## config.mk

```make
export PLATFORM = sky130hd
export DESIGN_NAME = lsu_lane_aligner
export DESIGN_NICKNAME = d
export VERILOG_FILES = /design/src/rtl/lsu_pkg.sv /design/src/rtl/lsu_agen.sv /design/src/rtl/lsu_access_check.sv /design/src/rtl/lsu_store_lane.sv /design/src/rtl/lsu_load_extract.sv /design/src/rtl/lsu_lane_aligner.sv
export SDC_FILE = /design/constraint.sdc
export NUM_CORES = 1
export LEC_CHECK = 0
export ABC_AREA = 0
export BUFFER_PORTS_ARGS = -buffer_cell sky130_fd_sc_hd__clkbuf_2
export CAP_MARGIN = 5
export CORE_MARGIN = 5
export CORE_UTILIZATION = 48
export DETAILED_ROUTE_END_ITERATION = 6
export HOLD_SLACK_MARGIN = 0.15
export PLACE_DENSITY_LB_ADDON = 0.1
export SYNTH_ARGS = -nofsm -noshare
export SYNTH_HDL_FRONTEND = slang
export SYNTH_SLANG_ARGS = --single-unit
```

## constraint.sdc

```tcl
create_clock -name clk -period 3.9 [get_ports clk]
set_input_delay 0.585 -clock clk [delete_from_list [all_inputs] [get_ports clk]]
set_output_delay 0.585 -clock clk [all_outputs]
set_load 0.1 [all_outputs]
```

## src/rtl/lsu_pkg.sv

```systemverilog
package lsu_pkg;

  typedef enum logic [2:0] {
    LK_WORD = 3'd0,
    LK_HALF_U = 3'd1,
    LK_HALF_S = 3'd2,
    LK_BYTE_U = 3'd3,
    LK_BYTE_S = 3'd4
  } load_kind_e;

  typedef enum logic [2:0] {
    SK_WORD = 3'd0,
    SK_HALF = 3'd1,
    SK_BYTE = 3'd2
  } store_kind_e;

  typedef enum logic [1:0] {
    SZ_BYTE = 2'd0,
    SZ_HALF = 2'd1,
    SZ_WORD = 2'd2
  } acc_size_e;

  typedef struct packed {
    logic      legal;
    acc_size_e size;
    logic      sext;
  } acc_dec_t;

  function automatic acc_dec_t decode_kind(input logic is_store, input logic [2:0] kind);
    acc_dec_t d;
    d = '{legal: 1'b1, size: SZ_WORD, sext: 1'b0};
    if (is_store) begin
      unique case (kind)
        SK_WORD: d.size = SZ_WORD;
        SK_HALF: d.size = SZ_HALF;
        SK_BYTE: d.size = SZ_BYTE;
        default: d.legal = 1'b0;
      endcase
    end else begin
      unique case (kind)
        LK_WORD:   d.size = SZ_WORD;
        LK_HALF_U: d.size = SZ_HALF;
        LK_HALF_S: begin d.size = SZ_HALF; d.sext = 1'b1; end
        LK_BYTE_U: d.size = SZ_BYTE;
        LK_BYTE_S: begin d.size = SZ_BYTE; d.sext = 1'b1; end
        default:   d.legal = 1'b0;
      endcase
    end
    return d;
  endfunction

endpackage

```

## src/rtl/lsu_agen.sv

```systemverilog
module lsu_agen #(
  parameter int AW = 32,
  parameter int OFS_W = 13
) (
  input  logic [AW-1:0]    base_val,
  input  logic [OFS_W-1:0] ofs_imm,
  output logic [AW-1:0]    eff_addr
);
  localparam int EXT_W = AW - OFS_W;

  logic [AW-1:0] ofs_ext;

  always_comb begin
    ofs_ext  = {{EXT_W{ofs_imm[OFS_W-1]}}, ofs_imm};
    eff_addr = base_val + ofs_ext;
  end
endmodule

```

## src/rtl/lsu_access_check.sv

```systemverilog
module lsu_access_check
  import lsu_pkg::*;
#(
  parameter int LB = 2
) (
  input  logic          req_is_store,
  input  logic [2:0]    req_kind,
  input  logic [LB-1:0] addr_lo,
  output acc_dec_t      dec,
  output logic          ok
);
  logic aligned;

  always_comb begin
    dec = decode_kind(req_is_store, req_kind);
    unique case (dec.size)
      SZ_WORD: aligned = (addr_lo == '0);
      SZ_HALF: aligned = ~addr_lo[0];
      default: aligned = 1'b1;
    endcase
    ok = dec.legal & aligned;
  end
endmodule

```

## src/rtl/lsu_store_lane.sv

```systemverilog
module lsu_store_lane
  import lsu_pkg::*;
#(
  parameter int DW = 32
) (
  input  acc_size_e              size,
  input  logic                   enable,
  input  logic [$clog2(DW/8)-1:0] addr_lo,
  input  logic [DW-1:0]          store_src,
  output logic [DW/8-1:0]        be,
  output logic [DW-1:0]          wdata
);
  localparam int LANES = DW / 8;
  localparam int LB = $clog2(LANES);

  for (genvar i = 0; i < LANES; i++) begin : g_lane
    always_comb begin
      unique case (size)
        SZ_BYTE: begin
          wdata[8*i +: 8] = store_src[7:0];
          be[i] = enable & (addr_lo == LB'(i));
        end
        SZ_HALF: begin
          wdata[8*i +: 8] = store_src[8*(i%2) +: 8];
          be[i] = enable & (addr_lo[LB-1] == ((i / 2) % 2 == 1));
        end
        default: begin
          wdata[8*i +: 8] = store_src[8*i +: 8];
          be[i] = enable;
        end
      endcase
    end
  end
endmodule

```

## src/rtl/lsu_load_extract.sv

```systemverilog
module lsu_load_extract
  import lsu_pkg::*;
#(
  parameter int DW = 32
) (
  input  logic                    clk,
  input  logic                    rst,
  input  logic                    take,
  input  logic                    bad,
  input  acc_size_e               size,
  input  logic                    sext,
  input  logic [$clog2(DW/8)-1:0] addr_lo,
  input  logic [DW-1:0]           mem_rdata,
  output logic                    ld_valid,
  output logic [DW-1:0]           ld_data,
  output logic                    fault
);
  localparam int LB = $clog2(DW / 8);

  logic [7:0]    byte_sel;
  logic [15:0]   half_sel;
  logic [DW-1:0] ext_val;

  always_comb begin
    byte_sel = mem_rdata[8*addr_lo +: 8];
    half_sel = mem_rdata[16*addr_lo[LB-1] +: 16];
    unique case (size)
      SZ_BYTE: ext_val = {{(DW-8){sext & byte_sel[7]}}, byte_sel};
      SZ_HALF: ext_val = {{(DW-16){sext & half_sel[15]}}, half_sel};
      default: ext_val = mem_rdata;
    endcase
  end

  always_ff @(posedge clk) begin
    if (rst) begin
      ld_valid <= 1'b0;
      ld_data  <= '0;
      fault    <= 1'b0;
    end else begin
      ld_valid <= take;
      fault    <= bad;
      if (take) ld_data <= ext_val;
    end
  end
endmodule

```

## src/rtl/lsu_lane_aligner.sv

```systemverilog
module lsu_lane_aligner
  import lsu_pkg::*;
#(
  parameter int AW = 32,
  parameter int DW = 32,
  parameter int OFS_W = 13
) (
  input  logic                         clk,
  input  logic                         rst,
  input  logic                         req_valid,
  input  logic                         req_is_store,
  input  logic [2:0]                   req_kind,
  input  logic [AW-1:0]                base_val,
  input  logic [OFS_W-1:0]             ofs_imm,
  input  logic [DW-1:0]                store_src,
  input  logic [DW-1:0]                mem_rdata,
  output logic [AW-$clog2(DW/8)-1:0]   mem_word_addr,
  output logic                         mem_we,
  output logic [DW/8-1:0]              mem_be,
  output logic [DW-1:0]                mem_wdata,
  output logic                         ld_valid,
  output logic [DW-1:0]                ld_data,
  output logic                         fault
);
  localparam int LANES = DW / 8;
  localparam int LB = $clog2(LANES);

  logic [AW-1:0] eff_addr;
  acc_dec_t      dec;
  logic          acc_ok;
  logic          do_store;
  logic          do_load;
  logic          do_fault;

  lsu_agen #(.AW(AW), .OFS_W(OFS_W)) u_agen (
    .base_val (base_val),
    .ofs_imm  (ofs_imm),
    .eff_addr (eff_addr)
  );

  lsu_access_check #(.LB(LB)) u_chk_acc (
    .req_is_store (req_is_store),
    .req_kind     (req_kind),
    .addr_lo      (eff_addr[LB-1:0]),
    .dec          (dec),
    .ok           (acc_ok)
  );

  always_comb begin
    do_store = req_valid & req_is_store & acc_ok;
    do_load  = req_valid & ~req_is_store & acc_ok;
    do_fault = req_valid & ~acc_ok;
  end

  assign mem_word_addr = eff_addr[AW-1:LB];
  assign mem_we = do_store;

  lsu_store_lane #(.DW(DW)) u_store (
    .size      (dec.size),
    .enable    (do_store),
    .addr_lo   (eff_addr[LB-1:0]),
    .store_src (store_src),
    .be        (mem_be),
    .wdata     (mem_wdata)
  );

  lsu_load_extract #(.DW(DW)) u_load (
    .clk       (clk),
    .rst       (rst),
    .take      (do_load),
    .bad       (do_fault),
    .size      (dec.size),
    .sext      (dec.sext),
    .addr_lo   (eff_addr[LB-1:0]),
    .mem_rdata (mem_rdata),
    .ld_valid  (ld_valid),
    .ld_data   (ld_data),
    .fault     (fault)
  );
endmodule

```

==> results.sh <==
export IMPL_timing_fmax_mhz=270
export IMPL_skew_ns=0
export IMPL_die_x_microns=106
export IMPL_worstRegToRegCells=2
export IMPL_synthArstFlopShare_pct=0
export IMPL_regToRegEndpoint="u_load.ld_data[16]"
export IMPL_via_count=5390
export IMPL_drt_iter0_drc=280
export IMPL_final_nets=958
export IMPL_r2r_start="u_load.ld_data[16]"
export IMPL_status="finished, final reports clean"
export IMPL_rows=35
export IMPL_slowest_delay_ns=0.55
export IMPL_antenna_left=0
export IMPL_cts_tree="built"
export IMPL_fin_tns_setup_ns=0
export IMPL_antenna_cells=0
export IMPL_finalNonFillerCells=919
export IMPL_synthAdderAreaFrac_pct=10.1
export IMPL_syn_num_nets=773
export IMPL_start_util_pct=48.5
export IMPL_finish_utilization_pct=67.6
export IMPL_timing_final_ws_setup_ns=0.201
export IMPL_place_area_sq_um=6040
export IMPL_grt_pass1_wl_microns=24400
export IMPL_root_buffer="clkbuf_8"
export IMPL_dr_pass1_iters=5
export IMPL_ys_flop_type="dfxtp_1"
export IMPL_clk_pin_slew_worst_paths_ns=0.06
export IMPL_p_leak_nw=2.84
export IMPL_netlist_area_leader_share_pct=15.5
export IMPL_cp_required_ns=3.31
export IMPL_cts_max_path_buffers=2
export IMPL_holdCritPathClass="reg -> reg"
export IMPL_cts_max_level=2
export IMPL_power_frac_seq_pct=15.0
export IMPL_port_buffers=216
export IMPL_end_kind="output port"
export IMPL_maxCapViolCount=0
export IMPL_design_portCount=217
export IMPL_crit_slowest_cell="ha_1"
export IMPL_relSlewSlack_pct=42.5
export IMPL_dieArea_sq_um=11200
export IMPL_drc=0
export IMPL_cp_start_kind="input port"
export IMPL_switching_share_pct=60.1
export IMPL_track_usage_pct=26.0
export IMPL_post_cts_buffers=0
export IMPL_combPwrFrac_pct=74.5
export IMPL_routedWlPerCell_microns=16.7
export IMPL_numCtsBuffers=5
export IMPL_yosys_cell_types_count=68
export IMPL_vias_per_cell=5.87
export IMPL_synthMuxAreaShare_pct=3.59
export IMPL_synth_area_leaders="dfxtp_1, ha_1, nand2_1, a21oi_1, o21ai_0"
export IMPL_dp_slack_ns=0.229
export IMPL_placedCellCount=911
export IMPL_yosys_warnings=0
export IMPL_die_height_microns=106
export IMPL_synthTopCellsByCount="nand2_1, a21oi_1, nor2_1"
export IMPL_drv_slew=0
export IMPL_path_common_cell="clkbuf_2"
export IMPL_cp_endpoint="mem_word_addr[29]"
export IMPL_synth_most_common_cell="nand2_1"
export IMPL_grt_max_degree=54
export IMPL_layout_min_cycle_time_ns=3.70
export IMPL_core_area_sq_um=9060
export IMPL_synth_edf_count=0
export IMPL_ir_drop_mv=0.353
export IMPL_synth_cells=622
export IMPL_insertion_delay_ns=0.28
export IMPL_synth_top_family_by_area="compound AO/OA/AOI/OAI gates"
export IMPL_fin_area_sq_um=6130
export IMPL_synth_simple_area_share_pct=22.1
export IMPL_synth_compound_area_share_pct=35.7
export IMPL_antenna_found_initial=0
export IMPL_crit_type="in -> out"
export IMPL_netlist_area_sq_um=4400
export IMPL_hold_slack_ns=0.457
export IMPL_power_internal_mw=0.997
export IMPL_grt_pass1_vias=5173
export IMPL_clock_sinks=34
export IMPL_drive_gt1_share_pct=36.5
export IMPL_crit_chain="clkbuf_2 > ha_1 > a31o_2 > a211o_1 > a221oi_1 > a21oi_1 > a31oi_1 > nand2_1 > clkbuf_2"
export IMPL_yosys_register_bits=34
export IMPL_power_mw=2.50
export IMPL_place_congestion=0.930
export IMPL_cts_hold_buf=0
export IMPL_p_per_area_nw_per_um2=408
export IMPL_setup_violations=0
export IMPL_yosys_area_top_type="dfxtp_1"
export IMPL_area_growth_pct=39.4
export IMPL_hold_violations=0
export IMPL_startpoint="ofs_imm[12]"
export IMPL_rsz0062_at_grt="false"
export IMPL_ctsResizeCount=0
export IMPL_cp_max_fo=20
export IMPL_seq_area_frac_synth_pct=15.5
export IMPL_routed_wl_microns=15400
export IMPL_worst_pin_slew_ns=0.862
export IMPL_fin_crit_sh_pct=94.9
export IMPL_cp_arrival_ns=3.11
export IMPL_synth_xor_area_share_pct=5.58
export IMPL_clock_power_share_pct=10.6
export IMPL_p_switching_mw=1.50
export IMPL_rrSetupSlack_ns=3.19
export IMPL_grt_overflow=0
export IMPL_syn_area_per_cell_sq_um=7.07
export IMPL_hpwl_microns=12500
==> sequential cells by signal (all words and copies together) (netlist names) <==
signal / flops
u_load.ld_data: 32
u_load.fault: 1
u_load.ld_valid: 1
==> final cells by class <==
cell class | instances | area (sq um)
tap | 111 | 139
timing repair buffer | 226 | 1610
clock inverter | 1 | 5.00
multi-input combinational | 521 | 3540
fill | 807 | 2940
clock buffer | 7 | 86.3
inverter | 19 | 71.3
sequential | 34 | 681
==> per-layer routing <==
metal / track usage, % / vias to the layer above / routed length [microns]
met4: 8.79 / 0 / 370
met3: 3.86 / 26 / 1050
met1: 31.9 / 2514 / 6210
met2: 46.2 / 222 / 7740
met5: 0 / - / 0
li1: - / 2628 / -
==> power groups by stage <==
stage / Clock, mW / Combinational, mW / Sequential (mW)
detailed placement: 0 / 1.85 / 0.382
floorplan: 0 / 1.29 / 0.506
finish: 0.264 / 1.86 / 0.374
CTS: 0.267 / 1.86 / 0.374
global route: 0.288 / 1.94 / 0.376
global placement: 0 / 1.84 / 0.381
==> worst min path at each step <==
stage,start,endpoint,cells after the start
after floorplan,mem_rdata[16],u_load.ld_data[16],2
after global placement,u_load.ld_data[8],u_load.ld_data[8],2
after detailed placement,u_load.ld_data[5],u_load.ld_data[5],2
after CTS,u_load.ld_data[5],u_load.ld_data[5],2
after global routing,u_load.ld_data[12],u_load.ld_data[12],2
final,u_load.ld_data[5],u_load.ld_data[5],2
==> layout by cell type, fill, tap and decap left out, types with 3 or more instances in the layout <==
master / count
o21ai_2: 7
a31oi_1: 6
o21ai_0: 38
dfxtp_1: 34
xor2_2: 4
nor2b_1: 5
or3_1: 3
a211oi_1: 11
o21a_1: 9
o21ai_1: 4
o31a_1: 3
a211o_1: 4
o21bai_1: 7
xor2_1: 8
and3_1: 4
a211oi_2: 11
xnor2_2: 10
buf_12: 29
a21o_1: 8
buf_4: 16
inv_1: 18
and2_1: 3
nand4_1: 10
ha_1: 34
mux2_2: 11
nand3_1: 3
a22oi_1: 8
a221oi_1: 8
a21boi_0: 4
o31ai_1: 3
clkbuf_8: 6
o211ai_1: 16
nor3_1: 6
nand2_1: 107
nand2b_1: 4
clkbuf_2: 181
nor2_1: 56
xnor2_1: 6
a21oi_1: 60
==> critical path: cells and delay by family <==
family,cells,cell delay (ns)
AO/OA/AOI/OAI,5,1.23
adder cells (fa/ha/maj),1,0.55
buffers and inverters,2,0.67
AND/OR/NAND/NOR,1,0.07
==> logic make-up (layout without fill, tap and decap cells) <==
kind of cell	after synthesis	after routing
XOR/XNOR	28	28
buffers and inverters	67	253
multiplexers	14	14
flip-flops	34	34
AND/OR/NAND/NOR	216	216
AO/OA/AOI/OAI	228	228
adder cells (fa/ha/maj)	35	35
Power figures use the tool's default switching activity.
